[config.mk]
export PLATFORM = sky130hd
export DESIGN_NAME = spi_mem_slave
export DESIGN_NICKNAME = d
export VERILOG_FILES = /design/src/rtl/spi_mem_pkg.sv /design/src/rtl/spi_pin_sync.sv /design/src/rtl/spi_edge_det.sv /design/src/rtl/spi_mem_core.sv /design/src/rtl/spi_mem_slave.sv
export SDC_FILE = /design/constraint.sdc
export NUM_CORES = 1
export LEC_CHECK = 0
export ABC_AREA = 1
export BUFFER_PORTS_ARGS = -buffer_cell sky130_fd_sc_hd__buf_2
export CAP_MARGIN = 20
export CELL_PAD_IN_SITES_DETAIL_PLACEMENT = 0
export CELL_PAD_IN_SITES_GLOBAL_PLACEMENT = 1
export CORE_ASPECT_RATIO = 1.25
export CORE_MARGIN = 10
export CORE_UTILIZATION = 29
export CTS_BUF_LIST = sky130_fd_sc_hd__clkbuf_2 sky130_fd_sc_hd__clkbuf_4 sky130_fd_sc_hd__clkbuf_8
export DETAILED_ROUTE_END_ITERATION = 10
export GPL_TIMING_DRIVEN = 0
export PLACE_DENSITY_LB_ADDON = 0.1
export SLEW_MARGIN = 20
export SYNTH_ARGS = -nofsm -noshare
export SYNTH_HDL_FRONTEND = slang
export SYNTH_SLANG_ARGS = --single-unit
[constraint.sdc]
create_clock -name clk -period 2.7 [get_ports clk]
set_clock_uncertainty 0.1 [all_clocks]
set_input_delay 0.405 -clock clk [delete_from_list [all_inputs] [get_ports clk]]
set_output_delay 0.405 -clock clk [all_outputs]
set_load 0.03 [all_outputs]
[src/rtl/spi_mem_pkg.sv]
package spi_mem_pkg;

   typedef enum logic [3:0] {
      ST_IDLE,
      ST_CMD,
      ST_ADDR,
      ST_RDATA,
      ST_WDATA,
      ST_STAT,
      ST_WSR,
      ST_PEND_EN,
      ST_PEND_DIS,
      ST_IGNORE
   } xfer_state_t;

   localparam logic [7:0] OPC_SET_WE   = 8'h06;
   localparam logic [7:0] OPC_CLR_WE   = 8'h04;
   localparam logic [7:0] OPC_STAT_RD  = 8'h05;
   localparam logic [7:0] OPC_STAT_WR  = 8'h01;

   // memory access opcodes: 0000_A01x, x=1 read, x=0 write
   function automatic xfer_state_t decode_op(input logic [7:0] op);
      xfer_state_t nxt;
      if (op[7:4] == 4'h0 && op[2:1] == 2'b01) nxt = ST_ADDR;
      else if (op == OPC_SET_WE)                nxt = ST_PEND_EN;
      else if (op == OPC_CLR_WE)                nxt = ST_PEND_DIS;
      else if (op == OPC_STAT_RD)               nxt = ST_STAT;
      else if (op == OPC_STAT_WR)               nxt = ST_WSR;
      else                                      nxt = ST_IGNORE;
      return nxt;
   endfunction

endpackage

[src/rtl/spi_pin_sync.sv]
module spi_pin_sync #(
   parameter int          W      = 4,
   parameter int          STAGES = 2,
   parameter logic [W-1:0] RST_VAL = '0
) (
   input  logic         clk,
   input  logic         rst_n,
   input  logic [W-1:0] din,
   output logic [W-1:0] dout
);

   generate
      if (STAGES < 2) begin : g_bad_stages
         $error("spi_pin_sync: STAGES must be at least 2");
      end
   endgenerate

   logic [W-1:0] stg [STAGES];

   always_ff @(posedge clk or negedge rst_n) begin
      if (!rst_n) begin
         for (int s = 0; s < STAGES; s++) stg[s] <= RST_VAL;
      end else begin
         stg[0] <= din;
         for (int s = 1; s < STAGES; s++) stg[s] <= stg[s-1];
      end
   end

   assign dout = stg[STAGES-1];

endmodule

[src/rtl/spi_edge_det.sv]
module spi_edge_det #(
   parameter int          W       = 2,
   parameter logic [W-1:0] RST_VAL = '0
) (
   input  logic         clk,
   input  logic         rst_n,
   input  logic [W-1:0] lvl,
   output logic [W-1:0] rise,
   output logic [W-1:0] fall
);

   logic [W-1:0] prev;

   always_ff @(posedge clk or negedge rst_n) begin
      if (!rst_n) prev <= RST_VAL;
      else        prev <= lvl;
   end

   assign rise = lvl & ~prev;
   assign fall = ~lvl & prev;

endmodule

[src/rtl/spi_mem_core.sv]
module spi_mem_core
   import spi_mem_pkg::*;
#(
   parameter int ADDR_W = 9
) (
   input  logic              clk,
   input  logic              rst_n,
   input  logic              sck_rise,
   input  logic              sck_fall,
   input  logic              cs_fall,
   input  logic              cs_rise,
   input  logic              cs_low,
   input  logic              hold_ok,
   input  logic              si_s,
   input  logic [7:0]        rd_data,
   input  logic [7:0]        stat_in,
   output logic              so,
   output logic              so_oe,
   output logic [ADDR_W-1:0] rd_addr,
   output logic              wr_valid,
   output logic [ADDR_W-1:0] wr_addr,
   output logic [7:0]        wr_data,
   output logic              wrsr_valid,
   output logic              wren_pulse,
   output logic              wrdi_pulse
);

   localparam int BYTE_W = 8;
   localparam logic [2:0] LAST_BIT = 3'(BYTE_W - 1);

   xfer_state_t       state;
   logic [2:0]        bit_cnt;
   logic [6:0]        shreg;
   logic [ADDR_W-1:0] addr;
   logic              addr_hi;
   logic              rd_mode;
   logic              so_q;
   logic [7:0]        rx_byte;
   logic [ADDR_W-1:0] load_addr;
   logic [7:0]        cur_byte;
   logic              rise_ok;
   logic              fall_ok;
   logic              byte_done;

   generate
      if (ADDR_W < 1 || ADDR_W > 9) begin : g_bad_aw
         $error("spi_mem_core: ADDR_W must be 1..9");
      end
      if (ADDR_W == 9) begin : g_hi_bit
         assign load_addr = {addr_hi, rx_byte};
      end else begin : g_no_hi_bit
         assign load_addr = rx_byte[ADDR_W-1:0];
      end
   endgenerate

   assign rise_ok   = sck_rise & cs_low & hold_ok;
   assign fall_ok   = sck_fall & cs_low & hold_ok;
   assign rx_byte   = {shreg, si_s};
   assign byte_done = rise_ok && (bit_cnt == LAST_BIT);
   assign cur_byte  = (state == ST_RDATA) ? rd_data : stat_in;

   always_ff @(posedge clk or negedge rst_n) begin
      if (!rst_n) begin
         state      <= ST_IDLE;
         bit_cnt    <= '0;
         shreg      <= '0;
         addr       <= '0;
         addr_hi    <= 1'b0;
         rd_mode    <= 1'b0;
         so_q       <= 1'b0;
         wr_valid   <= 1'b0;
         wr_addr    <= '0;
         wr_data    <= '0;
         wrsr_valid <= 1'b0;
         wren_pulse <= 1'b0;
         wrdi_pulse <= 1'b0;
      end else begin
         wr_valid   <= 1'b0;
         wrsr_valid <= 1'b0;
         wren_pulse <= 1'b0;
         wrdi_pulse <= 1'b0;
         if (cs_fall) begin
            state   <= ST_CMD;
            bit_cnt <= '0;
         end else if (cs_rise) begin
            if (bit_cnt == '0) begin
               if (state == ST_PEND_EN)  wren_pulse <= 1'b1;
               if (state == ST_PEND_DIS) wrdi_pulse <= 1'b1;
            end
            state   <= ST_IDLE;
            bit_cnt <= '0;
         end else if (rise_ok) begin
            shreg   <= rx_byte[6:0];
            bit_cnt <= bit_cnt + 3'd1;
            if (byte_done) begin
               case (state)
                  ST_CMD: begin
                     state   <= decode_op(rx_byte);
                     addr_hi <= rx_byte[3];
                     rd_mode <= rx_byte[0];
                  end
                  ST_ADDR: begin
                     addr  <= load_addr;
                     state <= rd_mode ? ST_RDATA : ST_WDATA;
                  end
                  ST_RDATA: addr <= addr + ADDR_W'(1);
                  ST_WDATA: begin
                     wr_valid <= 1'b1;
                     wr_addr  <= addr;
                     wr_data  <= rx_byte;
                     addr     <= addr + ADDR_W'(1);
                  end
                  ST_WSR: begin
                     wrsr_valid <= 1'b1;
                     wr_data    <= rx_byte;
                     state      <= ST_IGNORE;
                  end
                  default: ;
               endcase
            end
         end else if (fall_ok && (state == ST_RDATA || state == ST_STAT)) begin
            so_q <= cur_byte[LAST_BIT - bit_cnt];
         end
      end
   end

   assign so      = so_q;
   assign so_oe   = (state == ST_RDATA || state == ST_STAT) && cs_low && hold_ok;
   assign rd_addr = addr;


   cs_restart_chk: assert property (@(posedge clk) disable iff (!rst_n)
      cs_fall |=> (bit_cnt == '0 && state == ST_CMD));


   cs_idle_chk: assert property (@(posedge clk) disable iff (!rst_n)
      (!cs_low && !cs_rise && !cs_fall) |=> $stable(bit_cnt));


   hold_freeze_chk: assert property (@(posedge clk) disable iff (!rst_n)
      (!hold_ok && !cs_fall && !cs_rise) |=>
         ($stable(bit_cnt) && $stable(addr) && $stable(so_q) && $stable(shreg)));


   rd_wrap_chk: assert property (@(posedge clk) disable iff (!rst_n)
      (state == ST_RDATA && byte_done && !cs_fall && !cs_rise && addr == '1) |=> (addr == '0));


   wr_single_chk: assert property (@(posedge clk) disable iff (!rst_n)
      wr_valid |=> !wr_valid);


   ignore_sticky_chk: assert property (@(posedge clk) disable iff (!rst_n)
      (state == ST_IGNORE && !cs_rise && !cs_fall) |=> (state == ST_IGNORE && !so_oe));


   pulse_excl_chk: assert property (@(posedge clk) disable iff (!rst_n)
      $onehot0({wr_valid, wrsr_valid, wren_pulse, wrdi_pulse}));

endmodule

[src/rtl/spi_mem_slave.sv]
module spi_mem_slave #(
   parameter int ADDR_W      = 9,
   parameter int SYNC_STAGES = 2
) (
   input  logic              clk,
   input  logic              rst_n,
   input  logic              sck,
   input  logic              cs_n,
   input  logic              si,
   input  logic              hold_n,
   output logic              so,
   output logic              so_oe,
   output logic [ADDR_W-1:0] rd_addr,
   input  logic [7:0]        rd_data,
   input  logic [7:0]        stat_in,
   output logic              wr_valid,
   output logic [ADDR_W-1:0] wr_addr,
   output logic [7:0]        wr_data,
   output logic              wrsr_valid,
   output logic              wren_pulse,
   output logic              wrdi_pulse
);

   localparam int PIN_W = 4;
   localparam logic [PIN_W-1:0] PIN_IDLE = 4'b0110; // sck, cs_n, hold_n, si

   logic [PIN_W-1:0] pins_s;
   logic [1:0]       ev_rise;
   logic [1:0]       ev_fall;

   spi_pin_sync #(.W(PIN_W), .STAGES(SYNC_STAGES), .RST_VAL(PIN_IDLE)) i_sync (
      .clk  (clk),
      .rst_n(rst_n),
      .din  ({sck, cs_n, hold_n, si}),
      .dout (pins_s)
   );

   spi_edge_det #(.W(2), .RST_VAL(2'b01)) i_edge (
      .clk  (clk),
      .rst_n(rst_n),
      .lvl  (pins_s[3:2]),
      .rise (ev_rise),
      .fall (ev_fall)
   );

   spi_mem_core #(.ADDR_W(ADDR_W)) i_core (
      .clk       (clk),
      .rst_n     (rst_n),
      .sck_rise  (ev_rise[1]),
      .sck_fall  (ev_fall[1]),
      .cs_fall   (ev_fall[0]),
      .cs_rise   (ev_rise[0]),
      .cs_low    (~pins_s[2]),
      .hold_ok   (pins_s[1]),
      .si_s      (pins_s[0]),
      .rd_data   (rd_data),
      .stat_in   (stat_in),
      .so        (so),
      .so_oe     (so_oe),
      .rd_addr   (rd_addr),
      .wr_valid  (wr_valid),
      .wr_addr   (wr_addr),
      .wr_data   (wr_data),
      .wrsr_valid(wrsr_valid),
      .wren_pulse(wren_pulse),
      .wrdi_pulse(wrdi_pulse)
   );

endmodule

==> results of run 1 <==
routing by layer:
metal,up-vias,GRT usage,wire length [um]
met5,-,0,0
met4,0,0.0470,128
li1,1220,-,-
met3,11,0.0382,454
met1,1111,0.119,2960
met2,42,0.192,3990
cell families (layout without fill, tap and decap cells):
logic type,Yosys count,in the layout,share of synthesized area
flip-flops,57,57,0.499
multiplexers,2,2,0.00785
AO/OA/AOI/OAI,49,49,0.102
AND/OR/NAND/NOR,160,160,0.264
XOR/XNOR,5,5,0.0153
buffers and inverters,60,129,0.0863
adder cells (fa/ha/maj),6,6,0.0262
worst max-delay path: cells and delay by family (launching register included):
family                     cells  cell delay (ns)
DFF                            1             0.58
AOI/OAI and AO/OA              2             0.30
buffers and inverters          3             0.31
and+or+nand+nor                3             0.64
adders and majority gates      1             0.21
worst paths after layout:
check	startpoint	end	slack (ns)	depth (start not counted)
worst max-delay path	i_sync.dout[2]	i_core.rd_addr[4]	0.46	9
worst min-delay path	rst_n	i_core.rd_addr[7]	0.01	1
worst max register to register	i_sync.dout[2]	i_core.rd_addr[4]	0.46	9
worst min register to register	i_sync.stg[4]	i_sync.dout[0]	0.25	0
max in group asynchronous	rst_n	i_core.so	1.98	1
min in group clk	hold_n	i_sync.stg[5]	0.06	1
state kept, by name, indices dropped and copies added (netlist names), 2 cells and up:
signal	cells
i_core.rd_addr	9
i_core.wr_addr	9
i_core.wr_data	8
i_core.shreg	7
i_core.state	4
i_sync.dout	4
i_sync.stg	4
i_core.bit_cnt	3
i_edge.prev	2
layout by cell type, fill, tap and decap left out, drive strengths merged, types with 3 or more instances in the layout:
cell type and instances:
nand2 81, buf 57, inv 53, dfrtp 52
nand3 40, o21ai 39, nor2 19, clkbuf 15
nor3 10, ha 6, nand3b 5, xor2 5
dfstp 5, a21oi 5, nand4 4, clkinv 4
o211ai 3
final cells by class:
cell class	instances	area share
multi-input cells	222	0.342
clock inverters	3	0.00432
inverters	54	0.0597
repair buffers	53	0.0770
plain buffers	6	0.0115
flip-flops and latches	57	0.412
well taps	126	0.0453
clock buffers	13	0.0479
stage by stage:
| step | power [mW] | instances | cell area, um2 | util | hold WS, ns |
|---|---|---|---|---|---|
| finish | 2.17 | 534 | 3480 | 0.360 | 0.0118 |
| detailed placement | 1.46 | 518 | 3300 | 0.341 | 0.237 |
| global route | 2.32 | 534 | 3480 | 0.360 | 0.0292 |
| global placement | 1.46 | 518 | 3290 | 0.341 | 0.231 |
| floorplan | 1.31 | 339 | 2870 | - | 0.00941 |
| CTS | 2.22 | 534 | 3480 | 0.360 | 0.0291 |
power by group:
group	switching (mW)	internal, mW	leakage (nW)
combinational	0.308	0.150	0.927
clock	0.344	0.399	0.100
sequential	0.0591	0.911	0.753
==> qor.csv, run 1 <==
stage,metric,value,unit
die,die_w,109,um
synthesis,syn_area,2870,um2
grt,grt_overflow,0,
die,die-area,14300,um2
drt,drc,0,
setup_path,cp_max_fo,10,
placed_design,pre_cts_ws,0.418,ns
sta,rsz0062_at_grt,no,
layout,insertedDiodeCount,0,
synthesis,syn_avg_cell_area,8.47,um2
drt,vias_per_cell,4.46,
grt,grt_pass1_vias,2540,
layout,multi_input_area,1190,um2
clocking,clock-root-buffer,clkbuf_8,
power,power_per_cell_area,624,nW/um2
sta,setup_viol_count_final,0,
clocking,clock_latency,0.34,ns
synthesis,synth_nets,367,
layout,drive_gt1_frac,0.262,
die,pin_count,54,
setup_path,worst_path_largest_cell_delay,0.58,ns
sta,fmax,445,MHz
placed_design,gp_congestion,0.758,
grt,grt_start_max_net_pins,58,
synthesis,synth_seq_cells,57,
setup_path,critical_path_class,reg2reg,
sta,worst_slack,0.455,ns
sta,fin_crit_sh,0.831,
clocking,postCtsSetupBuffers,0,
run,maxCapViolations,0,
layout,n_fill_cell,1053,
die,core_area,9660,um2
drt,num_vias,2384,
clocking,ctsResizeCount,0,
clocking,cts_sinks,57,
power,power_leakage,1.78,nW
synthesis,syn_inst,339,
drt,wl_per_cell,14.1,um
die,start_util,0.297,
placed_design,io_buffers,53,
synthesis,yosysSeqAreaShare,0.499,
sta,max_slew_margin,0.510,
synthesis,yosysTopAreaCellShare,0.453,
sta,finalCriticalPeriod,2.24,ns
sta,tns,0,ns
sta,max_slew.worst_pin.slew,0.735,ns
setup_path,crit_path_end_kind,flip-flop,
grt,grt_first_pass_wirelength,12600,um
layout,area_delta_synth_final,21.1,%
synthesis,synth_most_common_cell,nand2_1,
synthesis,synth_edf_count,0,
synthesis,ys_types,32,
clocking,holdBufCountCts,0,
clocking,cts.path.max_buffers,2,
clocking,clkTransAtPathRegs,0.07,ns
setup_path,cp.required,2.82,ns
synthesis,yosys.area.top_type,dfrtp_1,
die,die_h,131,um
setup_path,arrival,2.37,ns
drt,antenna_left,0,
drt,drtIter0Drc,69,
worst_hold_path,hp-class,in2async,
drt,drtPass1Iterations,4,
clocking,cts_tree,done,
synthesis,synth_top_cells_by_area,"dfrtp_1 45%, nand2_1 10%, nand3_1 6.5%",
setup_path,crit_path_start_kind,flip-flop,
setup_path,cpMaxStageDelayCell,dfstp_2,
die,fp-row-count,40,
synthesis,synth-async-reset-ratio,1.00,
synthesis,ys.flop_type,dfrtp_1,
run_status,outcome,"complete, no violations",
sta,slew_viol_final,0,
power,ir_drop,0.269,mV
placed_design,detailed_place_hpwl,5730,um
grt,antenna_found_initial,0,
setup_path,crit_chain,inv_1 -> ha_1 -> nor2_1 -> nand2_1 -> a21oi_4 -> inv_2 -> buf_6 -> nor2_2 -> a21oi_2,
clocking,htree_levels,3,
grt,grtUsageTotal,0.111,
synthesis,ys_top_cells_by_count,"78 x nand2_1, 52 x dfrtp_1, 46 x inv_1",
sta,finalHoldViolCount,0,
layout,final_net_count,431,
drt,totalWireLength,7540,um
layout,ff_latch_area,1430,um2
clocking,cts_made_buffers,9,
synthesis,yosys_warnings,0,
Power figures use the tool's default switching activity.
==> inputs of run 2 (changes only) <==
- clock period: 2.7 -> 2.3 ns (I/O delays scaled with it)
==> run 2 against run 1 <==
Global-route usage barely moved; core utilization rose by 0.70 points; clock power rose by 18%.
==> qor.csv, run 2 (synthesized netlist as in run 1, its figures left out) <==
stage,metric,value,unit
sta,fmax,481,MHz
setup_path,crit_buf_inv,3,
layout,final_cells,541,
grt,antenna_found_initial,0,
clocking,cts_made_buffers,9,
run,maxCapViolations,0,
die,die_w,109,um
setup_path,critPathCapture,i_core.rd_addr[4],
run_status,outcome,"complete, no violations",
layout,insertedDiodeCount,0,
grt,grtUsageTotal,0.112,
sta,finalHoldViolCount,0,
placed_design,io_buffers,53,
sta,setup_viol_count_final,0,
layout,area_delta_synth_final,23.5,%
die,start_util,0.297,
setup_path,crit_path_start_kind,flip-flop,
sta,slew_viol_final,0,
layout,drive_gt1_frac,0.265,
layout,final_net_count,438,
die,core_area,9660,um2
grt,grt_overflow,0,
worst_hold_path,hp-class,reg2reg,
setup_path,cp_max_fo,10,
die,die-area,14300,um2
drt,antenna_left,0,
placed_design,pre_cts_ws,0.0176,ns
clocking,clock-root-buffer,clkbuf_8,
setup_path,cp_top_family,flip-flops,
drt,drtIter0Drc,52,
setup_path,arrival,2.20,ns
clocking,cts_tree,done,
setup_path,r2r_end,i_core.rd_addr[4],
setup_path,cp-startpoint,i_sync.dout[2],
clocking,clkTransAtPathRegs,0.06,ns
drt,vias_per_cell,4.45,
layout,final_common_cell,nand2_1,
setup_path,worst_path_largest_cell_delay,0.58,ns
drt,totalWireLength,7580,um
sta,max_slew.worst_pin.slew,0.735,ns
setup_path,cp.required,2.42,ns
sta,tns,0,ns
setup_path,ff2ff_setup_slack,0.22,ns
setup_path,rr_startpoint,i_sync.dout[2],
layout,n_fill_cell,1053,
power,power_per_cell_area,722,nW/um2
drt,drc,0,
drt,drtPass1Iterations,4,
grt,grt_first_pass_wirelength,12600,um
setup_path,rr_worst_depth,9,
grt,grt_pass1_vias,2560,
die,pin_count,54,
clocking,htree_levels,3,
setup_path,cpMaxStageDelayCell,dfstp_2,
sta,max_slew_margin,0.510,
clocking,clock_latency,0.34,ns
setup_path,crit_path_end_kind,flip-flop,
clocking,cts_sinks,57,
sta,rsz0062_at_grt,no,
drt,wl_per_cell,14.0,um
grt,grt_start_max_net_pins,58,
power,power_leakage,1.81,nW
setup_path,crit_chain,inv_1 -> ha_1 -> nor2_2 -> nand2_1 -> a21oi_4 -> inv_2 -> buf_6 -> nor2_2 -> a21oi_2,
sta,fin_crit_sh,0.905,
clocking,cts.path.max_buffers,2,
power,ir_drop,0.315,mV
setup_path,worst_path_most_repeated_cell,nor2_2,
setup_path,critical_path_class,reg2reg,
sta,worst_slack,0.219,ns
die,fp-row-count,40,
placed_design,detailed_place_hpwl,5730,um
sta,finalCriticalPeriod,2.08,ns
layout,final_util,0.367,
placed_design,gp_congestion,0.758,
drt,num_vias,2407,
die,die_h,131,um
placed_design,dpl.cell_count,518,
setup_path,worst-path-stages,9,
layout,mostFrequentLayoutCells,"78 x nand2_1, 54 x buf_2, 52 x dfrtp_1, 46 x inv_1, 37 x nand3_1",
[run 2: cell types whose count changed in the layout (fill, tap and decap cells not counted)]
| cell | before | now |
|---|---|---|
| nor2_2 | 4 | 5 |
| buf_4 | 1 | 3 |
| dlygate4sd3_1 | 0 | 5 |
| nor2_1 | 13 | 12 |
[run 2: per-stage QoR]
stage	power [mW]	instance area [um2]	hold WS, ns
2_1_floorplan	1.54	2870	-0.0506
3_3_place_gp	1.71	3290	0.231
3_5_place_dp	1.71	3300	0.237
4_1_cts	2.61	3530	0.252
5_1_grt	2.73	3540	0.254
6_report	2.56	3540	0.251
[run 2: worst min path at each step]
stage,slack (ns),startpoint,endpoint,depth (start not counted)
after global routing,0.25,i_sync.stg[4],i_sync.dout[0],0
after floorplan,-0.05,rst_n,i_core.addr_hi,0
final,0.25,i_sync.stg[4],i_sync.dout[0],0
after CTS,0.25,i_sync.stg[7],i_sync.dout[3],0
after global placement,0.23,i_sync.stg[7],i_sync.dout[3],0
after detailed placement,0.24,i_sync.stg[7],i_sync.dout[3],0
[run 2: power breakdown]
group / switching, mW / total, mW / internal (mW)
Clock: 0.408 / 0.876 / 0.469
Combinational: 0.363 / 0.545 / 0.182
Sequential: 0.0693 / 1.14 / 1.07
[run 2: area by class of cell]
cell class / instances / area [um2] / share of cell area
Inverter: 54 / 208 / 0.0586
Clock buffer: 13 / 166 / 0.0469
Tap cell: 126 / 158 / 0.0445
Timing Repair Buffer: 60 / 333 / 0.0939
Clock inverter: 3 / 15.0 / 0.00424
Buffer: 6 / 40.0 / 0.0113
Multi-Input combinational cell: 222 / 1190 / 0.336
Sequential cell: 57 / 1430 / 0.404
[run 2: metal layers]
layer,global-route usage,share of wire,vias to the layer above
li1,-,-,1235
met1,0.120,0.39,1118
met2,0.193,0.53,43
met3,0.0382,0.060,11
met4,0.0470,0.017,0
met5,0,0,-
[run 2: what timing repair did]
item,4_1_cts,5_1_grt
hold buffers,5,0
endpoints found under the setup margin,0,7
gates resized for setup,0,1
buffers inserted,0,2
endpoints found under the hold margin,56,0
